--- src/rtl/rstc_pkg.sv ---
package rstc_pkg;
  // Source indices inside the one-hot cause vector
  localparam int SRC_COLD  = 0;
  localparam int SRC_WARM  = 1;
  localparam int LINK_BASE = 2;  // hot, loop, disable, down follow in this order
  localparam int NUM_LINK  = 4;
  localparam int NUM_SRC   = LINK_BASE + NUM_LINK;

  // Link event indices
  localparam int LK_HOT  = 0;
  localparam int LK_LOOP = 1;
  localparam int LK_DIS  = 2;
  localparam int LK_DOWN = 3;

  // Reset domains
  localparam int DOM_CORE    = 0;
  localparam int DOM_PHY     = 1;
  localparam int DOM_PERSIST = 2;
  localparam int NUM_DOM     = 3;

  // Which link events also reach the physical layer
  localparam logic [NUM_LINK-1:0] LINK_TO_PHY = 4'b1000;

  typedef logic [NUM_SRC-1:0]  cause_t;
  typedef logic [NUM_LINK-1:0] link_vec_t;
endpackage

--- src/rtl/rstc_sync.sv ---
module rstc_sync #(
  parameter int STAGES = 2
) (
  input  logic clk,
  input  logic arst,
  output logic rst_n
);
  logic [STAGES-1:0] ff;

  generate
    if (STAGES == 1) begin : g_one
      always_ff @(posedge clk or posedge arst) begin
        if (arst) ff <= '0;
        else      ff <= 1'b1;
      end
    end else begin : g_multi
      always_ff @(posedge clk or posedge arst) begin
        if (arst) ff <= '0;
        else      ff <= {ff[STAGES-2:0], 1'b1};
      end
    end
  endgenerate

  assign rst_n = ff[STAGES-1];
endmodule

--- src/rtl/rstc_stretch.sv ---
module rstc_stretch #(
  parameter int STRETCH = 16
) (
  input  logic clk,
  input  logic cold_rst_n,
  input  logic fire,
  output logic busy
);
  localparam int CNT_W = $clog2(STRETCH + 1);

  logic [CNT_W-1:0] cnt;

  // Reload on every accepted cycle, then run down to zero
  always_ff @(posedge clk or negedge cold_rst_n) begin
    if (!cold_rst_n)     cnt <= '0;
    else if (fire)       cnt <= CNT_W'(STRETCH);
    else if (cnt != '0)  cnt <= cnt - 1'b1;
  end

  assign busy = (cnt != '0);
endmodule

--- src/rtl/rstc_strap.sv ---
module rstc_strap #(
  parameter int                   STRAP_W   = 8,
  parameter logic [STRAP_W-1:0]   PART_MASK = 8'h0F
) (
  input  logic               clk,
  input  logic               cold_rst_n,
  input  logic               hard_req,
  input  logic               core_rst_n,
  input  logic [STRAP_W-1:0] strap_pins,
  output logic [STRAP_W-1:0] strap_val
);
  logic core_d;
  logic pend_full;
  logic release_now;

  always_ff @(posedge clk or negedge cold_rst_n) begin
    if (!cold_rst_n) core_d <= 1'b0;
    else             core_d <= core_rst_n;
  end

  assign release_now = core_rst_n & ~core_d;

  // Any pin-driven reset in the episode asks for a full capture
  always_ff @(posedge clk or posedge hard_req) begin
    if (hard_req)         pend_full <= 1'b1;
    else if (release_now) pend_full <= 1'b0;
  end

  always_ff @(posedge clk or negedge cold_rst_n) begin
    if (!cold_rst_n) begin
      strap_val <= '0;
    end else if (release_now) begin
      if (pend_full) strap_val <= strap_pins;
      else           strap_val <= (strap_pins & PART_MASK) | (strap_val & ~PART_MASK);
    end
  end
endmodule

--- src/rtl/rstc_cause.sv ---
module rstc_cause
  import rstc_pkg::*;
(
  input  logic      clk,
  input  logic      cold_rst_n,
  input  logic      warm_rst_n,
  input  link_vec_t link_act,
  output cause_t    last_cause
);
  logic [1:0] warm_sync;
  cause_t     link_code;

  always_ff @(posedge clk or negedge cold_rst_n) begin
    if (!cold_rst_n) warm_sync <= '0;
    else             warm_sync <= {warm_sync[0], ~warm_rst_n};
  end

  // Higher link index wins: down > disable > loopback > hot
  always_comb begin
    link_code = '0;
    for (int i = 0; i < NUM_LINK; i++) begin
      if (link_act[i]) link_code = cause_t'(1) << (LINK_BASE + i);
    end
  end

  always_ff @(posedge clk or negedge cold_rst_n) begin
    if (!cold_rst_n)       last_cause <= cause_t'(1) << SRC_COLD;
    else if (warm_sync[1]) last_cause <= cause_t'(1) << SRC_WARM;
    else if (|link_act)    last_cause <= link_code;
  end
endmodule

--- src/rtl/rst_fanout_ctrl.sv ---
module rst_fanout_ctrl
  import rstc_pkg::*;
#(
  parameter int                 STRAP_W     = 8,
  parameter logic [STRAP_W-1:0] PART_MASK   = 8'h0F,
  parameter int                 STRETCH     = 16,
  parameter int                 SYNC_STAGES = 2
) (
  input  logic               clk,
  input  logic               cold_rst_n,
  input  logic               warm_rst_n,
  input  logic               is_endpoint,
  input  logic               link_enabled,
  input  logic               lk_hot,
  input  logic               lk_loop,
  input  logic               lk_disable,
  input  logic               lk_down,
  input  logic [STRAP_W-1:0] strap_pins,
  output logic               core_rst_n,
  output logic               phy_rst_n,
  output logic               persist_rst_n,
  output logic [STRAP_W-1:0] strap_val,
  output logic [5:0]         last_cause
);
  link_vec_t             link_raw, link_act, link_busy;
  logic                  link_ok;
  logic                  hard_req;
  logic                  core_req;
  logic [NUM_DOM-1:0]    dom_req, dom_rst_n;

  assign link_raw = {lk_down, lk_disable, lk_loop, lk_hot};
  assign link_ok  = is_endpoint & link_enabled;
  assign link_act = link_raw & {NUM_LINK{link_ok}};

  generate
    for (genvar i = 0; i < NUM_LINK; i++) begin : g_stretch
      rstc_stretch #(.STRETCH(STRETCH)) u_stretch (
        .clk        (clk),
        .cold_rst_n (cold_rst_n),
        .fire       (link_act[i]),
        .busy       (link_busy[i])
      );
    end
  endgenerate

  assign hard_req = ~cold_rst_n | ~warm_rst_n;
  assign core_req = hard_req | (|link_busy);

  assign dom_req[DOM_CORE]    = core_req;
  assign dom_req[DOM_PHY]     = hard_req | (|(link_busy & LINK_TO_PHY));
  assign dom_req[DOM_PERSIST] = ~cold_rst_n;

  generate
    for (genvar d = 0; d < NUM_DOM; d++) begin : g_sync
      rstc_sync #(.STAGES(SYNC_STAGES)) u_sync (
        .clk   (clk),
        .arst  (dom_req[d]),
        .rst_n (dom_rst_n[d])
      );
    end
  endgenerate

  assign core_rst_n    = dom_rst_n[DOM_CORE];
  assign phy_rst_n     = dom_rst_n[DOM_PHY];
  assign persist_rst_n = dom_rst_n[DOM_PERSIST];

  rstc_strap #(.STRAP_W(STRAP_W), .PART_MASK(PART_MASK)) u_strap (
    .clk        (clk),
    .cold_rst_n (cold_rst_n),
    .hard_req   (hard_req),
    .core_rst_n (core_rst_n),
    .strap_pins (strap_pins),
    .strap_val  (strap_val)
  );

  rstc_cause u_cause (
    .clk        (clk),
    .cold_rst_n (cold_rst_n),
    .warm_rst_n (warm_rst_n),
    .link_act   (link_act),
    .last_cause (last_cause)
  );
endmodule

--- config.mk ---
export PLATFORM = sky130hd
export DESIGN_NAME = rst_fanout_ctrl
export DESIGN_NICKNAME = d
export VERILOG_FILES = /design/src/rtl/rstc_pkg.sv /design/src/rtl/rstc_sync.sv /design/src/rtl/rstc_stretch.sv /design/src/rtl/rstc_strap.sv /design/src/rtl/rstc_cause.sv /design/src/rtl/rst_fanout_ctrl.sv
export SDC_FILE = /design/constraint.sdc
export NUM_CORES = 1
export LEC_CHECK = 0
export BUFFER_PORTS_ARGS = -buffer_cell sky130_fd_sc_hd__buf_2
export CELL_PAD_IN_SITES_DETAIL_PLACEMENT = 1
export CELL_PAD_IN_SITES_GLOBAL_PLACEMENT = 2
export CORE_ASPECT_RATIO = 0.7
export CORE_UTILIZATION = 36
export CTS_BUF_LIST = sky130_fd_sc_hd__clkbuf_16
export CTS_CLUSTER_SIZE = 28
export DETAILED_ROUTE_END_ITERATION = 16
export PLACE_DENSITY = 0.85
export SLEW_MARGIN = 20
export SYNTH_ARGS = -nofsm -noshare
export SYNTH_HDL_FRONTEND = slang
export SYNTH_HIERARCHICAL = 1
export SYNTH_SLANG_ARGS = --single-unit
--- constraint.sdc ---
create_clock -name clk -period 2.4 [get_ports clk]
set_clock_uncertainty 0.05 [all_clocks]
set_input_delay 0.6 -clock clk [delete_from_list [all_inputs] [get_ports clk]]
set_output_delay 0.6 -clock clk [all_outputs]
set_load 0.05 [all_outputs]
[Word level (Yosys, flattened, before mapping)]
Index checks and enable logic that the tools add are counted.
Storage, ports and cells
  output and inout bits: 17
  input port bits: 17
  logic and storage cells: 52
  flip-flop bits (word level): 44
Operators by class
  add/sub/neg operators: 4
  reductions and logical operators: 11
  multiplexer cells: 15
  bitwise gates (word level): 10
Operator list (count)
  $mux W5: 9
  $reduce_bool A5 Y1: 4
  $sub A5 B1 Y5 const B: 4
  $mux W6: 3
  $reduce_bool A2 Y1: 5
  $mux W8: 1
  $or A4 B8 Y8: 1
  $reduce_or A4 Y1: 2
  $and A4 B4 Y4: 1
  $mux W4: 1
  $mux W3: 1
  $not A1 Y1: 3
  $or A1 B1 Y1: 3
  $and A1 B1 Y1: 2

[Depth between registers and ports, before layout]
  depth after elaboration: 8
  depth in mapped cells: 7
  gate-level depth less buffers: 6

[Modules after synthesis]
The synthesis kept the hierarchy.
Modules (own cells, without submodules)
  rstc_stretch: times used 4, area an instance 261.5 um^2, cells each 25, seq. area each 125.1 um^2
  rstc_strap: times used 1, area an instance 411.6 um^2, cells each 22, seq. area each 251.5 um^2
  rstc_cause: times used 1, area an instance 294.0 um^2, cells each 23, seq. area each 201.4 um^2
  rstc_sync: times used 3, area an instance 57.6 um^2, cells each 4, seq. area each 50.0 um^2
  rst_fanout_ctrl: times used 1, area an instance 47.5 um^2, cells each 8, seq. area each 0.0 um^2

[Worst setup path before layout]
No wires, ideal clock.
  path type: input -> register
  start: input port lk_disable
  end: register u_cause.last_cause[5]
  path buffers: 0
  slack: 767 ps
  stages: 3
  data required time: 2273 ps
  arrival time: 1506 ps
  setup time: 77 ps
  cells stage by stage: and3_1 -> or4b_1 -> a21oi_1
Between the ends
  longest elaborated chain between the ends: 3
Ends and longest elaborated chain
  from (decl): line rst_fanout_ctrl.sv:16  | input logic lk_disable,
  $and A4 B4 Y4: line rst_fanout_ctrl.sv:33  | assign link_act = link_raw & {NUM_LINK{link_ok}};
  $reduce_or A4 Y1: line rstc_cause.sv:29  | else if (|link_act) last_cause <= link_code;
  $reduce_bool A2 Y1 (no source line)
  to (signal assigned): line rstc_cause.sv:27  | if (!cold_rst_n) last_cause <= cause_t'(1) << SRC_COLD;
  to (signal assigned): line rstc_cause.sv:28  | else if (warm_sync[1]) last_cause <= cause_t'(1) << SRC_WARM;
  to (signal assigned): line rstc_cause.sv:29
  to (decl): line rstc_cause.sv:8  | output cause_t last_cause
Every way passes these cells.
A chain may end at the register's enable or synchronous reset.

==> results.yml <==
status:
  status: "finished, final reports clean"
cts:
  htreeDepth: 2
  cts_inserted_buffers: 5
  cts_tree: "done"
  cts_root_buf: "clkbuf_16"
  cts_hold_buf: 0
  ctsResizeCount: 0
  cts.path.max_buffers: 2
  post_cts_buffers: 0
  cts_num_sinks: 44
  insertion_delay_ns: 0.28
  cts.clk_slew.worst_paths_ns: 0.06
yosys:
  synth_area_per_cell_um2: 11.95
  synth-edff-count: 0
  synth-main-ff-cell: "dfrtp_1"
  synth_fp_nets: 186
  synth_most_common_cell: "dfrtp_1"
  synth_top_area_share_pct: 53.30
  synth_area_leaders: "dfrtp_1 (53%), mux2_4 (6.1%), inv_1 (3.6%), or4b_4 (2.8%), dfstp_2 (2.7%)"
  ys_top_cells_by_count: "dfrtp_1 (42), inv_1 (19), nor2_1 (14)"
  ys_async_sr_fraction_pct: 100.0
  ys_seq_elements: 44
  yosys.area.top_type: "dfrtp_1"
  synth_cell_types: 29
  synth-seq-area-share_pct: 55.96
  postSynthCellCount: 165
  synth_area_um2: 1972
  yosysWarnings: 6
timing:
  grt_setup_unrepaired: "false"
  setup_viol: 0
  fmax_ghz: 0.5569
  period_share_pct: 74.82
  min_period_ns: 1.796
  tns_ns: 0
  hold_viol: 0
  slew_viol_final: 0
setup_path:
  end_kind: "async pin"
  arrival_ns: 2.25
  critical_path_class: "flip-flop to async pin"
  crit_required_ns: 2.85
  r2r_cells: 6
  r2r_slack_ns: 0.60
  r2r-start: "g_stretch[3].u_stretch/cnt[0]"
  startpoint_type: "flip-flop"
  r2r-end: "g_sync[0].u_sync/ff[1]"
  crit_fanout: 5
layout:
  fin_area_um2: 2328
  fin_nets: 223
  area_delta_synth_final_pct: 18.08
  nFillCells: 580
  antenna_cells: 0
  drive_above_1_share_pct: 30.54
power:
  seqPwrFrac_pct: 43.0
  ir_drop_mv: 0.4300
  p_per_area_nw_per_um2: 1102
  internal_power_w: 0.001721
  clkPwrFrac_pct: 24.9
  switching_share_pct: 32.94
  combPwrFrac_pct: 32.0
  p_sw_w: 0.0008452
  leakage_nw: 1.197
route:
  first_pass_iters: 4
  route.detailed.drc: 0
  via_per_inst: 4.629
  num_vias: 1273
  drt-initial-drc-count: 53
  wirelength_mm: 3.790
  drtAntennaViolNets: 0
  wl_per_cell_um: 13.78
grt:
  first_global_vias: 1291
  grt_pass1_wl_mm: 6.258
  antenna_found_initial: 0
  grt_util_all_layers_pct: 14.48
  grt_overflow: 0
  grt_max_degree: 22
floorplan:
  dieArea_um2: 5782
  start_util_pct: 37.51
  core_um2: 5258
  rows: 22
  die_w_um: 90.46
  ioPinCount: 34
  chipHeight_um: 63.92
placed_design:
  hpwl_mm: 2.832
  dpl-instance-area_um2: 2190
  finalWeightedCongestion: 0.7019
  io_buffers: 33
min_path:
  hp-class: "input port to async pin"
run:
  cap_violations: 0
-- worst max-delay path: stages, from the launching register on --
cell,delay [ns]
dfrtp_1,0.40
inv_1,0.06
ha_1,0.23
or4b_4,0.53
nand3b_1,0.20
or4_1,0.43
inv_1,0.11
-- worst max-delay path by stage --
stage / startpoint / to / slack (ns) / depth (start not counted)
finish: g_stretch[3].u_stretch/cnt[0] / g_sync[0].u_sync/ff[1] / 0.60 / 6
global route: g_stretch[3].u_stretch/cnt[0] / g_sync[0].u_sync/ff[1] / 0.50 / 6
CTS: g_stretch[3].u_stretch/cnt[0] / g_sync[0].u_sync/ff[1] / 0.59 / 6
detailed placement: is_endpoint / u_cause/last_cause[5] / 0.56 / 4
global placement: is_endpoint / u_cause/last_cause[5] / 0.60 / 4
floorplan: g_stretch[3].u_stretch/cnt[0] / g_sync[0].u_sync/ff[0] / 0.71 / 7
-- layer usage --
layer / share of wire [%] / wire, µm / track usage, %
met1: 52 / 1963 / 19.91
met2: 42 / 1610 / 20.83
met3: 3.6 / 138 / 4.167
met4: 2.1 / 78 / 7.258
met5: 0 / 0 / 0
-- kinds of logic after synthesis --
| group | share of synthesized area, % |
|---|---|
| AOI/OAI and AO/OA | 9.327 |
| xor gates and xnor gates | 1.776 |
| adders and majority gates | 2.538 |
| buffers and inverters | 5.901 |
| DFF | 55.96 |
| muxes | 6.092 |
| other | 0.5710 |
| and+or+nand+nor | 17.83 |
-- registers in the layout (all words and copies together), names as in the netlist --
name and flops:
g_stretch.u_stretch/cnt 20, u_strap/strap_val 8, u_strap/core_d 1, g_sync.u_sync/ff 6, u_cause/warm_sync 2, u_cause/last_cause 6, u_strap/pend_full 1
-- through the flow --
| stage | util, % | setup slack (ns) | power (W) | hold slack (ns) | cells |
|---|---|---|---|---|---|
| 2_1_floorplan | - | 0.7146 | 0.001782 | 0.2544 | 165 |
| 3_3_place_gp | 41.65 | 0.6032 | 0.001915 | 0.2839 | 267 |
| 3_5_place_dp | 41.65 | 0.5619 | 0.001943 | 0.2855 | 267 |
| 4_1_cts | 44.29 | 0.5929 | 0.002598 | 0.2308 | 275 |
| 5_1_grt | 44.29 | 0.5010 | 0.002751 | 0.2525 | 275 |
| 6_report | 44.29 | 0.6044 | 0.002566 | 0.2131 | 275 |
-- power groups by stage --
| stage | combinational, W | sequential [W] | clock [W] |
|---|---|---|---|
| finish | 0.000821 | 0.00110 | 0.000640 |
| global route | 0.000925 | 0.00113 | 0.000692 |
| CTS | 0.000830 | 0.00110 | 0.000664 |
| detailed placement | 0.000829 | 0.00111 | 0 |
| global placement | 0.000805 | 0.00111 | 0 |
| floorplan | 0.000639 | 0.00114 | 0 |
-- area by class of cell --
cell class	count	area, µm²	share of cell area, %
sequential	44	1104	47.39
multi-input combinational	98	752.0	32.29
timing repair buffer	34	172.7	7.415
clock buffer	5	125.1	5.373
tap	72	90.09	3.869
inverter	19	71.32	3.063
clock inverter	3	13.76	0.5911
-- layout by cell type, fill, tap and decap left out, types with 5 or more instances in the layout --
master | synthesis | final
and3_1 | 5 | 5
nand3b_1 | 5 | 5
a21oi_1 | 9 | 9
clkbuf_16 | 0 | 5
dfrtp_1 | 42 | 42
buf_2 | 0 | 33
inv_1 | 19 | 19
nor2_1 | 14 | 14
nand2_1 | 9 | 9
mux2_4 | 8 | 8
Power figures use the tool's default switching activity.
